<file path="src/rtl/vbp_pkg.sv">
// Package: shared constants and helpers for the doubleword bit permute unit.
// Assumes big-endian bit numbering inside a doubleword (bit 0 = MSB).
package vbp_pkg;

    // Default geometry of the unit
    localparam int DEF_DW_W   = 64;
    localparam int DEF_NUM_DW = 2;
    localparam int DEF_SEL_W  = 8;

    // Lanes (result bits) per doubleword given doubleword and selector widths
    function automatic int lanes_per_dw(input int dw_w, input int sel_w);
        return dw_w / sel_w;
    endfunction

endpackage

</file>
<file path="src/rtl/vbp_bit_pick.sv">
// Module: vbp_bit_pick
// Picks one bit of a doubleword addressed by a big-endian index, where index 0
// is the most significant bit. An index at or beyond DW_W gives 0.
// Assumes DW_W is a power of two not wider than the selector can address.
module vbp_bit_pick #(
    parameter int DW_W  = 64,
    parameter int SEL_W = 8
) (
    input  logic [DW_W-1:0]  dw,
    input  logic [SEL_W-1:0] sel,
    output logic             bit_o
);
    localparam int POS_W = $clog2(DW_W);

    logic             in_range;
    logic [POS_W-1:0] pos;

    // Range test: any selector value of DW_W or more is out of range
    always_comb begin
        in_range = ({{(32-SEL_W){1'b0}}, sel} < 32'(DW_W));
    end

    // Map the big-endian index to the LSB-numbered position and pick the bit
    always_comb begin
        pos   = POS_W'(DW_W - 1) - sel[POS_W-1:0];
        bit_o = in_range ? dw[pos] : 1'b0;
    end

endmodule

</file>
<file path="src/rtl/vbp_dword_lane.sv">
// Module: vbp_dword_lane
// Builds one doubleword of the result. Each selector byte picks one data bit.
// The packed byte has its first selector in the MSB, and it is zero-extended to DW_W.
// Assumes DW_W is a multiple of SEL_W.
module vbp_dword_lane
    import vbp_pkg::*;
#(
    parameter int DW_W  = DEF_DW_W,
    parameter int SEL_W = DEF_SEL_W
) (
    input  logic [DW_W-1:0] dw,
    input  logic [DW_W-1:0] idx,
    output logic [DW_W-1:0] result
);
    localparam int LANES = lanes_per_dw(DW_W, SEL_W);

    logic [LANES-1:0] perm;

    // One bit picker per selector byte; byte j feeds packed bit LANES-1-j
    for (genvar j = 0; j < LANES; j++) begin : g_pick
        vbp_bit_pick #(
            .DW_W (DW_W),
            .SEL_W(SEL_W)
        ) u_pick (
            .dw   (dw),
            .sel  (idx[DW_W-1-SEL_W*j -: SEL_W]),
            .bit_o(perm[LANES-1-j])
        );
    end

    // Zero-extend the packed byte into the low end of the doubleword
    always_comb begin
        result = DW_W'(perm);
    end

endmodule

</file>
<file path="src/rtl/vbp_out_stage.sv">
// Module: vbp_out_stage
// Single-entry output register with a valid/ready handshake on both sides.
// It captures the permuted vector when the facility is enabled. Otherwise it
// raises the unavailable flag and keeps the previous result.
// Assumes a synchronous active-low reset.
module vbp_out_stage #(
    parameter int VEC_W = 128,
    parameter int DW_W  = 64
) (
    input  logic             clk,
    input  logic             rst_n,
    input  logic             in_valid,
    output logic             in_ready,
    input  logic             vec_en,
    input  logic [VEC_W-1:0] perm_vec,
    output logic             out_valid,
    input  logic             out_ready,
    output logic [VEC_W-1:0] out_result,
    output logic             out_unavail
);
    localparam int NUM_DW = VEC_W / DW_W;

    logic fire;

    // Handshake: room when empty or when the current entry drains now
    always_comb begin
        in_ready = !out_valid || out_ready;
        fire     = in_valid && in_ready;
    end

    // Control flags: set on accept, clear on drain, clear on reset
    always_ff @(posedge clk) begin
        if (!rst_n) begin
            out_valid   <= 1'b0;
            out_unavail <= 1'b0;
        end else if (fire) begin
            out_valid   <= 1'b1;
            out_unavail <= !vec_en;
        end else if (out_ready) begin
            out_valid   <= 1'b0;
            out_unavail <= 1'b0;
        end
    end

    // Result register: loaded only by an accepted, enabled operation
    always_ff @(posedge clk) begin
        if (!rst_n) begin
            out_result <= '0;
        end else if (fire && vec_en) begin
            out_result <= perm_vec;
        end
    end

    a_r5_accept_gives_valid: assert property (@(posedge clk) disable iff (!rst_n)
        (in_valid && in_ready) |=> out_valid);

    a_r6_hold_under_stall: assert property (@(posedge clk) disable iff (!rst_n)
        (out_valid && !out_ready) |=> (out_valid && $stable(out_result) && $stable(out_unavail)));

    a_r7_refused_keeps_result: assert property (@(posedge clk) disable iff (!rst_n)
        (in_valid && in_ready && !vec_en) |=> (out_unavail && $stable(out_result)));

    a_r9_unavail_needs_valid: assert property (@(posedge clk) disable iff (!rst_n)
        out_unavail |-> out_valid);

    a_r9_enabled_no_flag: assert property (@(posedge clk) disable iff (!rst_n)
        (in_valid && in_ready && vec_en) |=> !out_unavail);

    a_r8_reset_clears: assert property (@(posedge clk)
        !rst_n |=> (!out_valid && !out_unavail));

    // upper bits of every doubleword of the held result stay zero
    for (genvar i = 0; i < NUM_DW; i++) begin : g_upper_chk
        a_r4_upper_zero: assert property (@(posedge clk) disable iff (!rst_n)
            out_valid |-> (out_result[VEC_W-1-DW_W*i -: DW_W-8] == '0));
    end

endmodule

</file>
<file path="src/rtl/vdw_bitperm.sv">
// Module: vdw_bitperm (top)
// Doubleword bit permute unit. It has one lane per doubleword feeding a registered
// output stage. The latency is one cycle from acceptance to out_valid.
// Assumes big-endian numbering of bits, bytes and doublewords.
module vdw_bitperm
    import vbp_pkg::*;
#(
    parameter int DW_W   = DEF_DW_W,
    parameter int NUM_DW = DEF_NUM_DW,
    parameter int SEL_W  = DEF_SEL_W
) (
    input  logic                   clk,
    input  logic                   rst_n,
    input  logic                   in_valid,
    output logic                   in_ready,
    input  logic [DW_W*NUM_DW-1:0] in_data,
    input  logic [DW_W*NUM_DW-1:0] in_index,
    input  logic                   vec_en,
    output logic                   out_valid,
    input  logic                   out_ready,
    output logic [DW_W*NUM_DW-1:0] out_result,
    output logic                   out_unavail
);
    localparam int VEC_W = DW_W * NUM_DW;

    logic [VEC_W-1:0] perm_vec;

    // One independent lane per doubleword; doubleword 0 is the top slice
    for (genvar i = 0; i < NUM_DW; i++) begin : g_dw
        vbp_dword_lane #(
            .DW_W (DW_W),
            .SEL_W(SEL_W)
        ) u_lane (
            .dw    (in_data [VEC_W-1-DW_W*i -: DW_W]),
            .idx   (in_index[VEC_W-1-DW_W*i -: DW_W]),
            .result(perm_vec[VEC_W-1-DW_W*i -: DW_W])
        );
    end

    vbp_out_stage #(
        .VEC_W(VEC_W),
        .DW_W (DW_W)
    ) u_out (
        .clk        (clk),
        .rst_n      (rst_n),
        .in_valid   (in_valid),
        .in_ready   (in_ready),
        .vec_en     (vec_en),
        .perm_vec   (perm_vec),
        .out_valid  (out_valid),
        .out_ready  (out_ready),
        .out_result (out_result),
        .out_unavail(out_unavail)
    );

endmodule

</file>
<file path="config.mk">
export PLATFORM = sky130hd
export DESIGN_NAME = vdw_bitperm
export DESIGN_NICKNAME = d
export VERILOG_FILES = /design/src/rtl/vbp_pkg.sv /design/src/rtl/vbp_bit_pick.sv /design/src/rtl/vbp_dword_lane.sv /design/src/rtl/vbp_out_stage.sv /design/src/rtl/vdw_bitperm.sv
export SDC_FILE = /design/constraint.sdc
export NUM_CORES = 1
export LEC_CHECK = 0
export CAP_MARGIN = 20
export CORE_ASPECT_RATIO = 1.75
export CORE_MARGIN = 4
export CORE_UTILIZATION = 35
export CTS_CLUSTER_SIZE = 40
export DETAILED_ROUTE_END_ITERATION = 12
export HOLD_SLACK_MARGIN = 0.1
export PLACE_DENSITY = 0.66
export SYNTH_ARGS = -nofsm -noshare
export SYNTH_HDL_FRONTEND = slang
export SYNTH_SLANG_ARGS = --single-unit
</file>
<file path="constraint.sdc">
create_clock -name clk -period 5.8 [get_ports clk]
set_input_delay 1.16 -clock clk [delete_from_list [all_inputs] [get_ports clk]]
set_output_delay 1.16 -clock clk [all_outputs]
set_load 0.01 [all_outputs]
</file>
==> results.ini <==
[synthesis]
synth-seq-cells = 18
synth_cells = 882
syn_area_sq_mm = 0.0102
ys_warn_count = 0
synth_edf_count = 0
synth_async_sr_flop_share = 0
seq_area_frac_synth = 0.0352
synth.distinct_cells = 53
synth_ff_type = dfxtp_1
postSynthAreaPerCell_sq_um = 11.6

[cells_and_area]
nFillCells = 2698
syn_to_final_growth_pct = 25.8
utilization = 0.448
final_common_cell = clkdlybuf4s50_1
design_area_sq_mm = 0.0129
fin_nets = 1350
most-common-layout-cells = clkdlybuf4s50_1 (279), mux4_2 (243), conb_1 (112)
layout-drive-gt1-share = 0.256
n_antenna_cell = 0

[setup_path]
worst-r2r-cell-count = 6
worstPathBufferInverterCount = 1
worst_path_largest_cell_delay_ps = 1110
worstPathArrival_ps = 3850
critical_path_class = input pin to register
crit_family = buffers and inverters
worstPathRequired_ps = 5980
r2r-end = u_out.out_result[65]
slowest_stage = clkdlybuf4s50_1
path_max_fanout = 18
cp_cell_sequence = clkdlybuf4s50_1, mux4_2, mux4_2, nand2_1, o21ai_0, a221o_1
setup.worst_path.end_class = register
r2r_slack_ps = 3630
timing.rr.start = u_out.out_valid
cp-start-kind = input pin
crit_top_cell = mux4_2

[sta]
post-route-period-util = 0.633
maxSlewViolCount = 0
setup_tns_ps = 0
slew_headroom = 0.292
setup_viol = 0
fmax_mhz = 272
tightest_slew_ps = 1060
fin_crit_ps = 3670
rsz0062_at_grt = no
hold_viol_final = 0
fin_skew_ps = 19.6

[placement]
placed_cell_area_sq_mm = 0.0128
port_buffers = 279
hpwl_um = 40100
globalplace.congestion = 1.03

[worst_hold_path]
min_path_type = register to register
hold_path_end = u_out.out_result[6]
min-delay-start = u_out.out_result[6]
holdPathStages = 2

[clock_network]
clockRootBuffer = clkbuf_16
cts_sinks = 18
cts-htree-levels = 1
clk_pin_slew_ps = 80
post_cts_buffers = 0
cts_buffers = 3
clkLatencyLatePin_ps = 290
cts_tree = built
clock_path_buffers = 2
hold_buffers = 0
cts_resized = 0

[routing]
vias_per_cell = 7.06
wl_um = 52400
vias = 10300
dr.pass1.iters = 7
drcViolationCount = 0
routedWlPerCell_um = 35.7
drt_iter0_drc = 1301
ant_nets = 0

[pwr]
power.density_mw_per_mm2 = 107
leakage_nw = 4.49
ir_worst_vdd_uv = 91.1

[die]
num_rows = 82
ios = 392
dieArea_sq_mm = 0.0322
die_w_um = 137
initial_utilization = 0.356
die_h_um = 234
core_sq_mm = 0.0287

[grt]
grt_max_degree = 20
grt_usage = 0.318
grt_antenna_before_repair = 2
grt.overflow.total = 0
grt_pass1_vias = 10500
grt_pass1_wl_um = 72500

[run_status]
status = finished, final reports clean

[run]
maxCapViolations = 0

state kept, by name, indices dropped and copies added, names as in the netlist:
name               count
u_out.out_result      16
u_out.out_unavail      1
u_out.out_valid        1
area by class of cell:
class / count / area [sq um] / share of cell area
inverters: 10 / 37.5 / 0.00291
repair buffers: 289 / 2880 / 0.223
multi-input cells: 767 / 9040 / 0.702
well taps: 378 / 473 / 0.0367
flip-flops and latches: 18 / 360 / 0.0280
clock buffers: 4 / 88.8 / 0.00690
logic make-up (layout without fill, tap and decap cells):
family / after synthesis / count (layout) / share of synthesized area
compound gates: 97 / 97 / 0.0722
buf+inv: 208 / 303 / 0.123
flops: 18 / 18 / 0.0352
mux: 372 / 372 / 0.671
other cells: 1 / 112 / 0.000366
simple gates: 186 / 186 / 0.0989
where the power goes:
group	internal, mW	switching [mW]
logic	0.539	0.520
clock network	0.106	0.0770
registers	0.127	0.00228
per-layer routing:
layer | global-route usage | vias to the layer above | part of all wire
met3 | 0.0552 | 282 | 0.11
met1 | 0.316 | 5011 | 0.28
met2 | 0.553 | 1093 | 0.50
li1 | - | 3959 | -
met5 | 0 | - | 0.00038
met4 | 0.287 | 2 | 0.11
metrics by stage:
stage	power (mW)	worst slack (ps)	hold slack, ps	instances
global route	1.43	1990	498	1466
finish	1.37	2130	465	1466
floorplan	0.764	2720	482	993
CTS	1.36	2140	477	1465
global placement	1.15	1860	447	1461
detailed placement	1.16	1840	459	1461
cell usage after synthesis, types with 3 or more instances:
master | instances | area share
mux4_1 | 5 | 0.013
a311oi_1 | 8 | 0.0068
o2111ai_1 | 10 | 0.0086
buf_1 | 9 | 0.0033
mux2i_1 | 106 | 0.10
inv_1 | 10 | 0.0037
nand4b_1 | 6 | 0.0051
nor2_1 | 26 | 0.0095
nand3_1 | 30 | 0.015
nor3_1 | 8 | 0.0039
a311o_1 | 4 | 0.0039
a22oi_1 | 12 | 0.0088
nor4b_1 | 5 | 0.0043
a31oi_1 | 3 | 0.0018
nand4_1 | 12 | 0.0073
buf_2 | 32 | 0.016
nand3b_1 | 12 | 0.0088
o21a_1 | 3 | 0.0022
nor4_1 | 5 | 0.0031
a2111oi_0 | 10 | 0.0086
nand2_1 | 36 | 0.013
a2bb2oi_1 | 3 | 0.0026
mux4_2 | 243 | 0.53
mux2_2 | 18 | 0.020
o211ai_1 | 5 | 0.0037
nand2b_1 | 7 | 0.0043
a21oi_1 | 4 | 0.0020
clkbuf_1 | 43 | 0.016
nor2b_1 | 28 | 0.017
o21ai_0 | 13 | 0.0064
o22ai_1 | 4 | 0.0024
buf_4 | 112 | 0.082
a211oi_1 | 6 | 0.0044
a221o_1 | 4 | 0.0039
and3_1 | 3 | 0.0018
dfxtp_1 | 18 | 0.035
how the worst max path moves through the flow:
stage | startpoint | endpoint | cells after the start
floorplan | in_index[66] | u_out.out_result[64] | 6
global placement | in_index[1] | u_out.out_result[0] | 6
detailed placement | in_index[1] | u_out.out_result[0] | 6
CTS | in_index[1] | u_out.out_result[0] | 6
global route | in_index[88] | u_out.out_result[67] | 6
finish | in_index[1] | u_out.out_result[0] | 6
worst reg2reg max path, stage by stage, from the launching register on:
cell	delay (ps)
dfxtp_1	310
nand2b_1	220
nand3_1	210
buf_4	260
nor3_1	560
nand4b_1	320
o2111ai_1	180
(Power assumes the default switching activity.)
